`src/rtl/wdog_pkg.sv`:
```
package wdog_pkg;
  parameter int unsigned DATA_W     = 8;
  parameter int unsigned TO_W       = 6;
  parameter int unsigned STROBE_BIT = 7;
  parameter int unsigned LOCK_BIT   = 6;
endpackage

```
`src/rtl/wdog_ctrl_reg.sv`:
```
module wdog_ctrl_reg
  import wdog_pkg::*;
(
  input  logic              clk_i,
  input  logic              rst_ni,
  input  logic              wr_en_i,
  input  logic [DATA_W-1:0] wr_data_i,
  output logic [TO_W-1:0]   timeout_o,
  output logic              lock_o,
  output logic              reload_o
);
  logic [TO_W-1:0] timeout_q;
  logic            lock_q;
  logic            reload_q;  // self-clearing strobe, one cycle
  logic            strobe_w;

  assign strobe_w = wr_data_i[STROBE_BIT];

  always_ff @(posedge clk_i or negedge rst_ni) begin
    if (!rst_ni) begin
      timeout_q <= '0;
      lock_q    <= 1'b0;
      reload_q  <= 1'b0;
    end else begin
      reload_q <= 1'b0;
      if (wr_en_i) begin
        lock_q <= wr_data_i[LOCK_BIT];
        if (!lock_q) timeout_q <= wr_data_i[TO_W-1:0];
        reload_q <= strobe_w || !lock_q;
      end
    end
  end

  assign timeout_o = timeout_q;
  assign lock_o    = lock_q;
  assign reload_o  = reload_q;

  assert_lock_blocks_R5: assert property (@(posedge clk_i) disable iff (!rst_ni)
    (wr_en_i && lock_q) |=> $stable(timeout_q));
endmodule

```
`src/rtl/wdog_counter.sv`:
```
module wdog_counter
  import wdog_pkg::*;
(
  input  logic            clk_i,
  input  logic            rst_ni,
  input  logic            tick_i,
  input  logic            reload_i,
  input  logic [TO_W-1:0] timeout_i,
  output logic            event_o
);
  logic [TO_W-1:0] count_q;
  logic            event_q;
  logic            enabled;
  logic            expire;

  assign enabled = (timeout_i != '0);
  assign expire  = tick_i && enabled && !reload_i && (count_q <= TO_W'(1));

  always_ff @(posedge clk_i or negedge rst_ni) begin
    if (!rst_ni) begin
      count_q <= '0;
      event_q <= 1'b0;
    end else begin
      event_q <= expire;
      if (reload_i) begin
        count_q <= timeout_i;
      end else if (tick_i && enabled) begin
        if (count_q <= TO_W'(1)) count_q <= timeout_i;
        else                     count_q <= count_q - TO_W'(1);
      end
    end
  end

  assign event_o = event_q;

  assert_disabled_quiet_R8: assert property (@(posedge clk_i) disable iff (!rst_ni)
    (timeout_i == '0) |=> !event_q);
endmodule

```
`src/rtl/wdog_flag.sv`:
```
module wdog_flag (
  input  logic clk_i,
  input  logic rst_ni,
  input  logic set_i,
  input  logic clr_i,
  output logic flag_o
);
  logic flag_q;

  always_ff @(posedge clk_i or negedge rst_ni) begin
    if (!rst_ni)    flag_q <= 1'b0;
    else if (set_i) flag_q <= 1'b1;
    else if (clr_i) flag_q <= 1'b0;
  end

  assign flag_o = flag_q;

  assert_flag_sets_R10: assert property (@(posedge clk_i) disable iff (!rst_ni)
    set_i |=> flag_q);
  assert_flag_clears_R10: assert property (@(posedge clk_i) disable iff (!rst_ni)
    (clr_i && !set_i) |=> !flag_q);
endmodule

```
`src/rtl/wdog_strobe_top.sv`:
```
module wdog_strobe_top
  import wdog_pkg::*;
(
  input  logic              clk_i,
  input  logic              rst_ni,
  input  logic              tick_i,
  input  logic              wr_en_i,
  input  logic [DATA_W-1:0] wr_data_i,
  output logic [DATA_W-1:0] rd_data_o,
  input  logic              flag_clr_i,
  output logic              wd_flag_o,
  output logic              wd_event_o
);
  logic [TO_W-1:0] timeout;
  logic            lock;
  logic            reload;

  wdog_ctrl_reg u_ctrl (
    .clk_i, .rst_ni, .wr_en_i, .wr_data_i,
    .timeout_o(timeout), .lock_o(lock), .reload_o(reload)
  );

  wdog_counter u_cnt (
    .clk_i, .rst_ni, .tick_i, .reload_i(reload),
    .timeout_i(timeout), .event_o(wd_event_o)
  );

  wdog_flag u_flag (
    .clk_i, .rst_ni, .set_i(wd_event_o), .clr_i(flag_clr_i), .flag_o(wd_flag_o)
  );

  always_comb begin
    rd_data_o             = '0;
    rd_data_o[TO_W-1:0]   = timeout;
    rd_data_o[LOCK_BIT]   = lock;
    rd_data_o[STROBE_BIT] = 1'b0;  // write-only
  end
endmodule

```
`config.mk`:
```
export PLATFORM = sky130hd
export DESIGN_NAME = wdog_strobe_top
export DESIGN_NICKNAME = d
export VERILOG_FILES = /design/src/rtl/wdog_pkg.sv /design/src/rtl/wdog_ctrl_reg.sv /design/src/rtl/wdog_counter.sv /design/src/rtl/wdog_flag.sv /design/src/rtl/wdog_strobe_top.sv
export SDC_FILE = /design/constraint.sdc
export NUM_CORES = 1
export LEC_CHECK = 0
export BUFFER_PORTS_ARGS = -buffer_cell sky130_fd_sc_hd__buf_2
export CORE_MARGIN = 1
export CORE_UTILIZATION = 45
export DETAILED_ROUTE_END_ITERATION = 12
export GPL_ROUTABILITY_DRIVEN = 0
export PLACE_DENSITY_LB_ADDON = 0.3
export SLEW_MARGIN = 40
export SYNTH_ARGS = -nofsm -noshare
export SYNTH_HDL_FRONTEND = slang
export SYNTH_SLANG_ARGS = --single-unit
```
`constraint.sdc`:
```
create_clock -name clk_i -period 1.65 [get_ports clk_i]
set_clock_uncertainty 0.15 [all_clocks]
set_input_delay 0.33 -clock clk_i [delete_from_list [all_inputs] [get_ports clk_i]]
set_output_delay 0.33 -clock clk_i [all_outputs]
set_load 0.005 [all_outputs]
```
* Word-level counts from Yosys, hierarchy flattened
Cells that the tools add are included.
** Word-level totals
- Bits in registers :: 16
- Latch bits :: 0
- Memory bits (writable) :: 0
- Memory bits (read-only) :: 0
- Input port bits :: 13
- Memories kept :: 0
** Cells by class
- Add/sub/neg operators :: 1
- $mul :: 0
- Divide/modulo/power cells :: 0
- Magnitude comparators :: 1
- Eq/ne operators :: 0
- Shifts and indexed selects :: 0
- Multiplexer cells :: 6
- Bitwise gates (word level) :: 1
- Reduce and logical (&&, ||, !) cells :: 10
** Operators by type and width (number)
- 6-bit 2-to-1 mux :: 3
- 6-bit by 1-bit less-or-equal comparator with 1-bit output (second input constant) :: 1
- 6-bit nonzero test :: 1
- 6-bit by 1-bit subtractor with 6-bit output (second input constant) :: 1
- 2-bit nonzero test :: 2
- 1-bit logical AND :: 3
- 1-bit 2-to-1 mux :: 3
- 1-bit zero test :: 2
- 2-bit AND reduction :: 1
- 1-bit logical OR :: 1
- 1-bit inverter :: 1

* Depth between registers and ports, before layout
Gate-level depths: netlist of the first run.
- Word-level depth :: 4
- Depth in mapped cells :: 6
- Depth with buffers taken out :: 6

* By module
From an unflattened synthesis of the first run, not the netlist that was laid out.
** Unflattened totals
- Cell total of the unflattened synthesis :: 80
- Area total of the unflattened synthesis :: 899.6 um2
** By module, submodules not included
- wdog_counter :: times used 1, cells an instance 55, area each 506.7 um2, sequential area each 175.2 um2
- wdog_ctrl_reg :: times used 1, cells an instance 19, area each 337.8 um2, sequential area each 200.2 um2
- wdog_flag :: times used 1, cells an instance 3, area each 36.3 um2, sequential area each 25.0 um2
- wdog_strobe_top :: times used 1, cells an instance 3, area each 18.8 um2, sequential area each 0.0 um2

* Least setup slack after synthesis of the first run
Ideal clock, no wire load.
- Kind :: reg2reg
- Start :: register u_cnt.count_q[2]
- End :: register u_cnt.count_q[0]
- Library setup time :: 126 ps
- Arrival :: 1533 ps
- Path slack :: -159 ps
- Cell stages (with the launch flop) :: 6
- Buffers on the path :: 1
- Period minus slack after synthesis :: 1809 ps
- Cell sequence :: dfrtp_1 or3_1 buf_2 or2_4 and4_4 a311o_1
** On the way
- Cells in the longest elaborated chain, start to end :: 4
** RTL lines
- from (decl) :: line wdog_counter.sv:11 : logic [TO_W-1:0] count_q;
- from (signal assigned) :: line wdog_counter.sv:26 : count_q <= timeout_i;
- from (signal assigned) :: line wdog_counter.sv:28 : if (count_q <= TO_W'(1)) count_q <= timeout_i;
- from (signal assigned) :: line wdog_counter.sv:29 : else count_q <= count_q - TO_W'(1);
- 6-bit by 1-bit less-or-equal comparator with 1-bit output :: line wdog_counter.sv:28
- 6-bit 2-to-1 mux :: line wdog_counter.sv:28
- 6-bit 2-to-1 mux :: line wdog_counter.sv:27 : end else if (tick_i && enabled) begin
- 6-bit 2-to-1 mux :: line wdog_counter.sv:25 : if (reload_i) begin
Every way passes these cells. The select of a mux whose other input is x is not followed.
A chain may end at the register's enable or synchronous reset.

* Worst setup path in the final report of the first run
Ends and elaborated chain as after synthesis.

==> results.toml, run 1 <==
[timing]
fin_hold_ws_ns = 0.105
rsz0062_at_grt = "yes"
fmax_ghz = 0.578
drv_slew = 0
hold_violations = 0
finalSetupViolCount = 2
period_share_pct = 105
post-route-min-period_ns = 1.73
worst_slack_ns = -0.0789

[floorplan]
io_pins = 23
die_h_um = 45.5
fp.dieArea_um2 = 2070
fp-row-count = 15
core_area_um2 = 1750
die_w_um = 45.5
start_util_pct = 48.8

[finish]
area.growth.synth_to_final_pct = 42.0
drive_gt1_share_pct = 52.0
antenna_cells = 0
nets = 139
fill_cells = 142
final_core_util_pct = 69.3
final_cells = 148
final_cell_area_um2 = 1210

[cts]
cts_setup_buffers = 0
root_buffer = "clkbuf_4"
htree_levels = 1
clk_latency_ns = 0.29
clk_pin_slew_worst_paths_ns = 0.10
numCtsBuffers = 3
cts_max_path_buffers = 2
cts_sinks = 16
cts_tree = "yes"

[drt]
drc = 0
wire_per_inst_um = 14.1
drt_iter0_drc = 14
via_per_inst = 5.21
first_pass_iters = 4
routed_wl_um = 2080
routed-via-count = 771
antenna_left = 0

[critical_path]
startpoint_type = "register"
r2r_cells = 4
endpoint_kind = "register"
rr_startpoint = "u_cnt.count_q[2]"
cp.required_ns = 1.68
arrival_ns = 1.76
crit_path_max_fanout = 4
path_class = "register to register"
crit_start = "u_cnt.count_q[2]"

[global_route]
grt_usage_pct = 23.1
grt_first_pass_wirelength_um = 3270
antenna_found_initial = 0
grt-ovfl-total = 0
grt_max_degree = 17
grt_pass1_vias = 775

[power]
p_total_uw = 1600
vdd_ir_drop_max_uv = 824
powerDensity_nw_per_um2 = 1320
power_leakage_uw = 0.000589

[synthesis]
synth_flop_cell = "dfrtp_1"
avgSynthCellArea_um2 = 10.1
synth_top_cell_by_area = "dfrtp_1"
synthArstFlopShare_pct = 100
synth.distinct_cells = 37
synth_seq_cells = 16
synth_most_common_cell = "dfrtp_1"
syn_area_um2 = 852
ys_seq_area_share_pct = 47.0
synth_edf_count = 0
ys_warn_count = 0
synthTopCellsByCount = "dfrtp_1, inv_1, mux2_2"
netlist.area_leader.share_pct = 47.0
postSynthCellCount = 84
yosys-top-cells-area = "dfrtp_1, mux2_2, inv_1, ha_1, nor3_1"
synth_nets = 99

[placed_design]
hpwl_um = 1530
place_area_um2 = 1110
dp_cells = 143
portBuffers = 21

[min_path]
hp-start = "wr_data_i[2]"
worstHoldPathCells = 3
hp-class = "input pin to register"

[run_status]
status = "finished with violations"
failed_checks = "setup timing"

[job]
timing.max_cap.violations = 0
[worst max-delay path, cell delays in order (launching register included)]
cell and delay [ns]:
dfrtp_1 0.39, or3_4 0.43, or2_4 0.24, and4_4 0.14, a311o_1 0.28
[worst paths after layout]
kind                                       end  slack, ns
min in group asynchronous        u_flag.flag_o       0.33
setup / recovery              u_cnt.count_q[0]      -0.08
setup reg to reg              u_cnt.count_q[0]      -0.08
max in group asynchronous     u_cnt.count_q[0]       0.73
hold reg to reg                  u_flag.flag_o       0.33
hold / removal             u_ctrl.timeout_o[2]       0.10
[power by group]
group          internal, µW  switching [µW]  leakage [µW]  total, µW
registers               492            80.3      0.000193        572
clock network           135             132     0.0000210        266
logic                   425             337      0.000375        762
total                  1050             549      0.000589       1600
[placed cells by master, fill, tap and decap left out, types with 3 or more instances in the layout]
cell,synthesis,final
mux2_2,6,6
nor3_1,5,5
clkbuf_4,0,3
inv_1,10,8
buf_2,1,21
a21oi_1,4,4
buf_4,2,19
dfrtp_1,16,15
[cells by family (layout without fill, tap and decap cells)]
kind of cell               count (synthesis)  in the layout  synth area share (%)
other                                      1              1                 0.440
and+or+nand+nor                           22             22                  15.3
DFF                                       16             16                  47.0
buffers and inverters                     16             55                  8.08
muxes                                      7              7                  9.10
AOI/OAI and AO/OA                         20             20                  17.2
adders and majority gates                  2              2                  2.94
[state kept, by name (all words and copies together) (netlist names)]
signal / cells
u_cnt.count_q: 6
u_cnt.event_o: 1
u_flag.flag_o: 1
u_ctrl.lock_o: 1
u_ctrl.reload_o: 1
u_ctrl.timeout_o: 6
[per-layer routing]
metal | share of wire, % | wire (µm) | GRT usage (%)
met5 | 0 | 0 | 0
met3 | 3.7 | 76 | 5.95
met2 | 54 | 1130 | 42.0
met4 | 0.58 | 12 | 9.70
met1 | 41 | 858 | 24.9
[area by class of cell]
type	count	area, µm²	area share [%]
repair buffers	41	258	21.3
inverters	10	37.5	3.10
clock buffers	4	36.3	3.00
well taps	25	31.3	2.59
multi-input cells	52	445	36.8
flip-flops and latches	16	402	33.2
[stage by stage]
| step | setup slack [ns] | setup TNS (ns) |
|---|---|---|
| 4_1_cts | -0.0634 | -0.0956 |
| 3_5_place_dp | -0.0869 | -0.253 |
| 2_1_floorplan | -0.124 | -0.129 |
| 3_3_place_gp | -0.0441 | -0.0794 |
| 5_1_grt | -0.0998 | -0.198 |
| 6_report | -0.0789 | -0.0957 |
[timing repair]
action                                  in CTS  in global routing
resized for setup                            8                  4
hold buffers                                 1                  0
pin swaps                                    1                  4
endpoints found under the setup margin       6                  6
endpoints found under the hold margin       16                  0
cloned                                       0                  0
Note: power is estimated with default switching activity, not from simulation.
==> run 2: changes to the inputs <==
- ABC_AREA: default -> 1
- CTS_CLUSTER_SIZE: default -> 24
==> run 2 against run 1 <==
Net effect:
- the flow now finishes without violations
- worst hold slack worse by 0.047 ns
- first-iteration DRC count is 43% lower
- count of clock-buffer cells in the layout stayed put
- final area is 12% lower
- clock power hardly changed
- cell count is 7.4% higher
==> results.toml, run 2 <==
[cts]
htree_levels = 1
clk_latency_ns = 0.30
clk_pin_slew_worst_paths_ns = 0.10
cts_tree = "yes"
root_buffer = "clkbuf_4"
cts_max_path_buffers = 2
numCtsBuffers = 3
cts_sinks = 16

[critical_path]
cp.required_ns = 1.70
arrival_ns = 1.57
crit_path_max_fanout = 10
path_class = "register to register"
endpoint_kind = "register"
rr_startpoint = "u_cnt.count_q[0]"
r2r_cells = 10
timing.rr.end = "u_cnt.count_q[5]"
startpoint_type = "register"
crit_start = "u_cnt.count_q[0]"
r2r_slack_ns = 0.13

[floorplan]
fp.dieArea_um2 = 2110
fp-row-count = 15
start_util_pct = 49.3
io_pins = 23
core_area_um2 = 1760
die_h_um = 46.0
die_w_um = 46.0

[global_route]
grt_use_met1_pct = 21.3
grt_pass1_vias = 700
top_usage_layer = "met2"
grt-ovfl-total = 0
use_met2_pct = 34.1
grt_first_pass_wirelength_um = 2870
antenna_found_initial = 0
grt_max_degree = 17
grt_usage_pct = 19.9
use_met3_pct = 4.37

[drt]
antenna_left = 0
drt_iter0_drc = 8
drc = 0
via_per_inst = 4.77
wire_per_inst_um = 10.6
routed_wl_um = 1690
routed-via-count = 758
first_pass_iters = 4

[timing]
fmax_ghz = 0.659
drv_slew = 0
post-route-min-period_ns = 1.52
hold_violations = 0
worst_slack_ns = 0.133
period_share_pct = 91.9
finalSetupViolCount = 0

[synthesis]
netlist.area_leader.share_pct = 46.0
yosys-top-cells-area = "dfrtp_1, nand2_1, inv_1, nor2_1, nand3_1"
synth.distinct_cells = 22
synthTopCellsByCount = "nand2_1, dfrtp_1, inv_1"
synth_edf_count = 0
synth_nets = 124
synth_seq_cells = 16
synthArstFlopShare_pct = 100
ys_seq_area_share_pct = 46.0
postSynthCellCount = 109
avgSynthCellArea_um2 = 7.98
synth_top_cell_by_area = "dfrtp_1"
syn_area_um2 = 870
synth_flop_cell = "dfrtp_1"
ys_warn_count = 0
synth_most_common_cell = "nand2_1"

[finish]
fill_cells = 179
area.growth.synth_to_final_pct = 21.9
seqCellArea_um2 = 400
final_cell_area_um2 = 1060
final_common_cell = "nand2_1"
nets = 150
final_cells = 159
layout_common_cells = "nand2_1, buf_2, dfrtp_1"
antenna_cells = 0
drive_gt1_share_pct = 29.1
multi_input_area_um2 = 398

[power]
p_comb_share_pct = 33.4
power.internal_uw = 792
powerDensity_nw_per_um2 = 1190
power_leakage_uw = 0.000567
clock_power_share_pct = 21.2
swShare_pct = 37.0
seqPwrFrac_pct = 45.5
vdd_ir_drop_max_uv = 585
power_switching_uw = 466

[placed_design]
dp_worst_setup_slack_ns = 0.0402
hpwl_um = 1340
dp_cells = 153
portBuffers = 21
place_area_um2 = 993

[min_path]
hold_end = "u_flag.flag_o"
hp-start = "flag_clr_i"
hp-class = "input pin to register"
worstHoldPathCells = 2

[job]
timing.max_cap.violations = 0

[run_status]
status = "finished, final reports clean"
## run 2: cell types whose count changed after synthesis, sizes merged, moves of 2 or more
cell,delta
a22o,-2
clkbuf,-3
inv,+7
mux2,-5
nand2,+33
nand3,+7
nor2,+10
nor2b,-2
nor3,-3
nor4,-2
o22ai,-2
or2,-2
## run 2: per-layer routing
metal,routed length [µm],up-vias
met2,843,27
met5,0,-
met1,712,344
met3,70,7
li1,-,380
met4,61,0
## run 2: kinds of logic (layout without fill, tap and decap cells)
group | after synthesis | count (layout) | share of synthesized area, %
buf+inv | 20 | 45 | 9.64
fa+ha+maj | 2 | 2 | 2.88
simple gates | 58 | 58 | 32.7
flops | 16 | 16 | 46.0
compound gates | 10 | 10 | 6.04
other cells | 1 | 1 | 0.431
xor+xnor | 1 | 1 | 1.01
mux | 1 | 1 | 1.29
## run 2: metrics by stage
step / setup TNS, ns / hold slack, ns / util (%) / power [µW]
detailed placement: 0 / 0.113 / 56.3 / 965
finish: 0 / 0.0584 / 60.1 / 1260
floorplan: 0 / -0.116 / - / 842
global route: -0.00532 / 0.0626 / 60.1 / 1350
global placement: 0 / 0.104 / 56.3 / 946
CTS: 0 / 0.0505 / 58.9 / 1240
## run 2: worst max-delay path, cell delays in order (launching register included)
cell and delay, ns:
dfrtp_1 0.44, inv_2 0.08, ha_4 0.18, inv_1 0.05, nand2_1 0.07, nand3_4 0.10, nand2_8 0.08, nor2_1 0.10
nand2_1 0.07, nand2_1 0.06, nand2_1 0.04
## run 2: worst max-delay path by stage
stage                                  end  slack, ns  depth (start not counted)
after floorplan           u_cnt.count_q[5]       0.17                         11
after global placement    u_cnt.count_q[5]       0.13                         11
after detailed placement  u_cnt.count_q[5]       0.04                         10
after CTS                 u_cnt.count_q[5]       0.04                         10
after global routing      u_cnt.count_q[5]     -0.005                         10
final                     u_cnt.count_q[5]       0.13                         10
## run 2: power by group through the flow
stage	Clock [µW]	Sequential, µW	Combinational [µW]
3_5_place_dp	0	579	385
3_3_place_gp	0	572	375
4_1_cts	275	572	389
5_1_grt	285	582	486
6_report	266	572	420
2_1_floorplan	0	559	284
## run 2: layout make-up
type                    instances  share of cell area (%)
inverters                      17                    6.02
flip-flops and latches         16                    37.8
well taps                      25                    2.95
repair buffers                 24                    12.3
clock buffers                   4                    3.42
multi-input cells              73                    37.5
## run 2: what timing repair did
item,4_1_cts,5_1_grt
hold buffers,1,0
setup buffers,0,1
endpoints found under the setup margin,0,6
gates resized for setup,0,4
hold endpoints to repair,16,0
==> run 3: changes to the inputs <==
- PLACE_DENSITY: default -> 0.69
- PLACE_DENSITY_LB_ADDON: 0.3 -> default
==> run 3 against run 2 <==
Net effect:
- clock power shrank 27%
- sequential share of layout area up 0.50 points
- routed wire length decreased by 9.4%
- fmax fell by 1.3%
- register-to-register slack worse by 0.02 ns
- worst setup slack got worse by 0.019 ns
- sequential power fell by 1%
- power down 7.6%
- critical path depth grew 1
==> results.toml, run 3 (synthesis gave the netlist of run 2 again) <==
[cts]
root_buffer = "clkbuf_4"
clk_pin_slew_worst_paths_ns = 0.09
cts_sinks = 16
cts_tree = "yes"
clk_latency_ns = 0.27
htree_levels = 1
numCtsBuffers = 3
cts_max_path_buffers = 2

[critical_path]
critical_path.cell_chain = "inv_1, ha_4, inv_1, nand2_1, nand3_4, nand2_8, nand2_2, nand2_1, inv_1, nand2_1, nand2_1"
crit_path_max_fanout = 10
cpMaxStageDelayCell = "dfrtp_1"
arrival_ns = 1.56
startpoint_type = "register"
path_class = "register to register"
cp_num_buf_inv = 3
r2r_slack_ns = 0.11
worst_path_most_repeated_cell = "nand2_1"
cp.required_ns = 1.67
crit_family = "simple AND/OR/NAND/NOR gates"
slowest_delay_ns = 0.42
endpoint_kind = "register"

[drt]
drt_iter0_drc = 9
wire_per_inst_um = 9.68
antenna_left = 0
drc = 0
routed_wl_um = 1530
first_pass_iters = 4
via_per_inst = 4.52
routed-via-count = 714

[finish]
final_cells = 158
antenna_cells = 0
drive_gt1_share_pct = 27.8
fill_cells = 174
final_common_cell = "nand2_1"
nets = 150
area.growth.synth_to_final_pct = 20.3
seqCellArea_um2 = 400
layout_common_cells = "nand2_1, buf_2, dfrtp_1"
multi_input_area_um2 = 398

[placed_design]
dp_cells = 153
hpwl_um = 1240
portBuffers = 21

[global_route]
grt-ovfl-total = 0
grt_usage_pct = 17.3
grt_max_degree = 17
grt_first_pass_wirelength_um = 2580
antenna_found_initial = 0
grt_pass1_vias = 636

[timing]
setup_tns_ns = 0
hold_violations = 0
drv_slew = 0
post-route-min-period_ns = 1.54
rsz0062_at_grt = "no"
fmax_ghz = 0.651
period_share_pct = 93.1
finalSetupViolCount = 0

[power]
power_leakage_uw = 0.000560
powerDensity_nw_per_um2 = 1110
p_total_uw = 1160
vdd_ir_drop_max_uv = 592

[floorplan]
start_util_pct = 49.3
fp.dieArea_um2 = 2110
fp-row-count = 15
die_w_um = 46.0
core_area_um2 = 1760
die_h_um = 46.0
io_pins = 23

[job]
timing.max_cap.violations = 0

[min_path]
hp-class = "input pin to register"

[run_status]
status = "finished, final reports clean"
==> run 3: cell count changes in the layout (fill, tap and decap cells not counted), sizes merged <==
cell / delta
clkbuf: -1
==> run 3: report_power, final <==
group / internal, µW / leakage [µW] / switching, µW / total [µW]
clock network: 84.4 / 0.0000138 / 109 / 193
registers: 473 / 0.000188 / 91.4 / 564
logic: 180 / 0.000359 / 226 / 406
total: 737 / 0.000560 / 426 / 1160
==> run 3: path summary, 6_finish.rpt <==
kind                            cells after the start          endpoint              from
worst max-delay path                               11  u_cnt.count_q[5]  u_cnt.count_q[0]
min in group asynchronous                           2  u_cnt.count_q[3]            rst_ni
max in group asynchronous                           2  u_cnt.count_q[1]            rst_ni
worst max register to register                     11  u_cnt.count_q[5]  u_cnt.count_q[0]
worst min register to register                      1     u_cnt.event_o   u_ctrl.reload_o
worst min-delay path                                2     u_flag.flag_o        flag_clr_i
==> run 3: worst register-to-register path, stage by stage, from the launching register on <==
cell and delay [ns]:
dfrtp_1 0.42, inv_1 0.13, ha_4 0.16, inv_1 0.04
nand2_1 0.09, nand3_4 0.11, nand2_8 0.11, nand2_2 0.04
nand2_1 0.06, inv_1 0.04, nand2_1 0.04, nand2_1 0.04
==> run 3: layer usage <==
layer | GRT usage (%) | vias to the layer above | wire length (µm)
li1 | - | 382 | -
met1 | 24.4 | 309 | 753
met2 | 26.2 | 21 | 698
met3 | 2.38 | 2 | 66
met4 | 7.06 | 0 | 12
met5 | 0 | - | 0
==> run 3: cell type report <==
| cell class | count | share of cell area, % |
|---|---|---|
| clock buffers | 3 | 2.15 |
| multi-input cells | 73 | 38.0 |
| flip-flops and latches | 16 | 38.3 |
| repair buffers | 24 | 12.4 |
| inverters | 17 | 6.10 |
| well taps | 25 | 2.99 |
==> run 3: stage by stage <==
stage | setup WS [ns] | instance area (µm²) | util (%) | hold WS, ns
after floorplan | 0.173 | 870 | - | -0.116
after global placement | 0.122 | 993 | 56.3 | 0.112
after detailed placement | 0.0499 | 993 | 56.3 | 0.114
after CTS | 0.0357 | 1030 | 58.2 | 0.0749
after global routing | 0.00796 | 1050 | 59.3 | 0.0832
final | 0.114 | 1050 | 59.3 | 0.0787
==> run 3: repair_timing <==
| item | in CTS | in global routing |
|---|---|---|
| setup endpoints to repair | 0 | 5 |
| endpoints found under the hold margin | 16 | 0 |
| hold buffers | 1 | 0 |
| resized for setup | 0 | 3 |
| setup buffers | 0 | 1 |
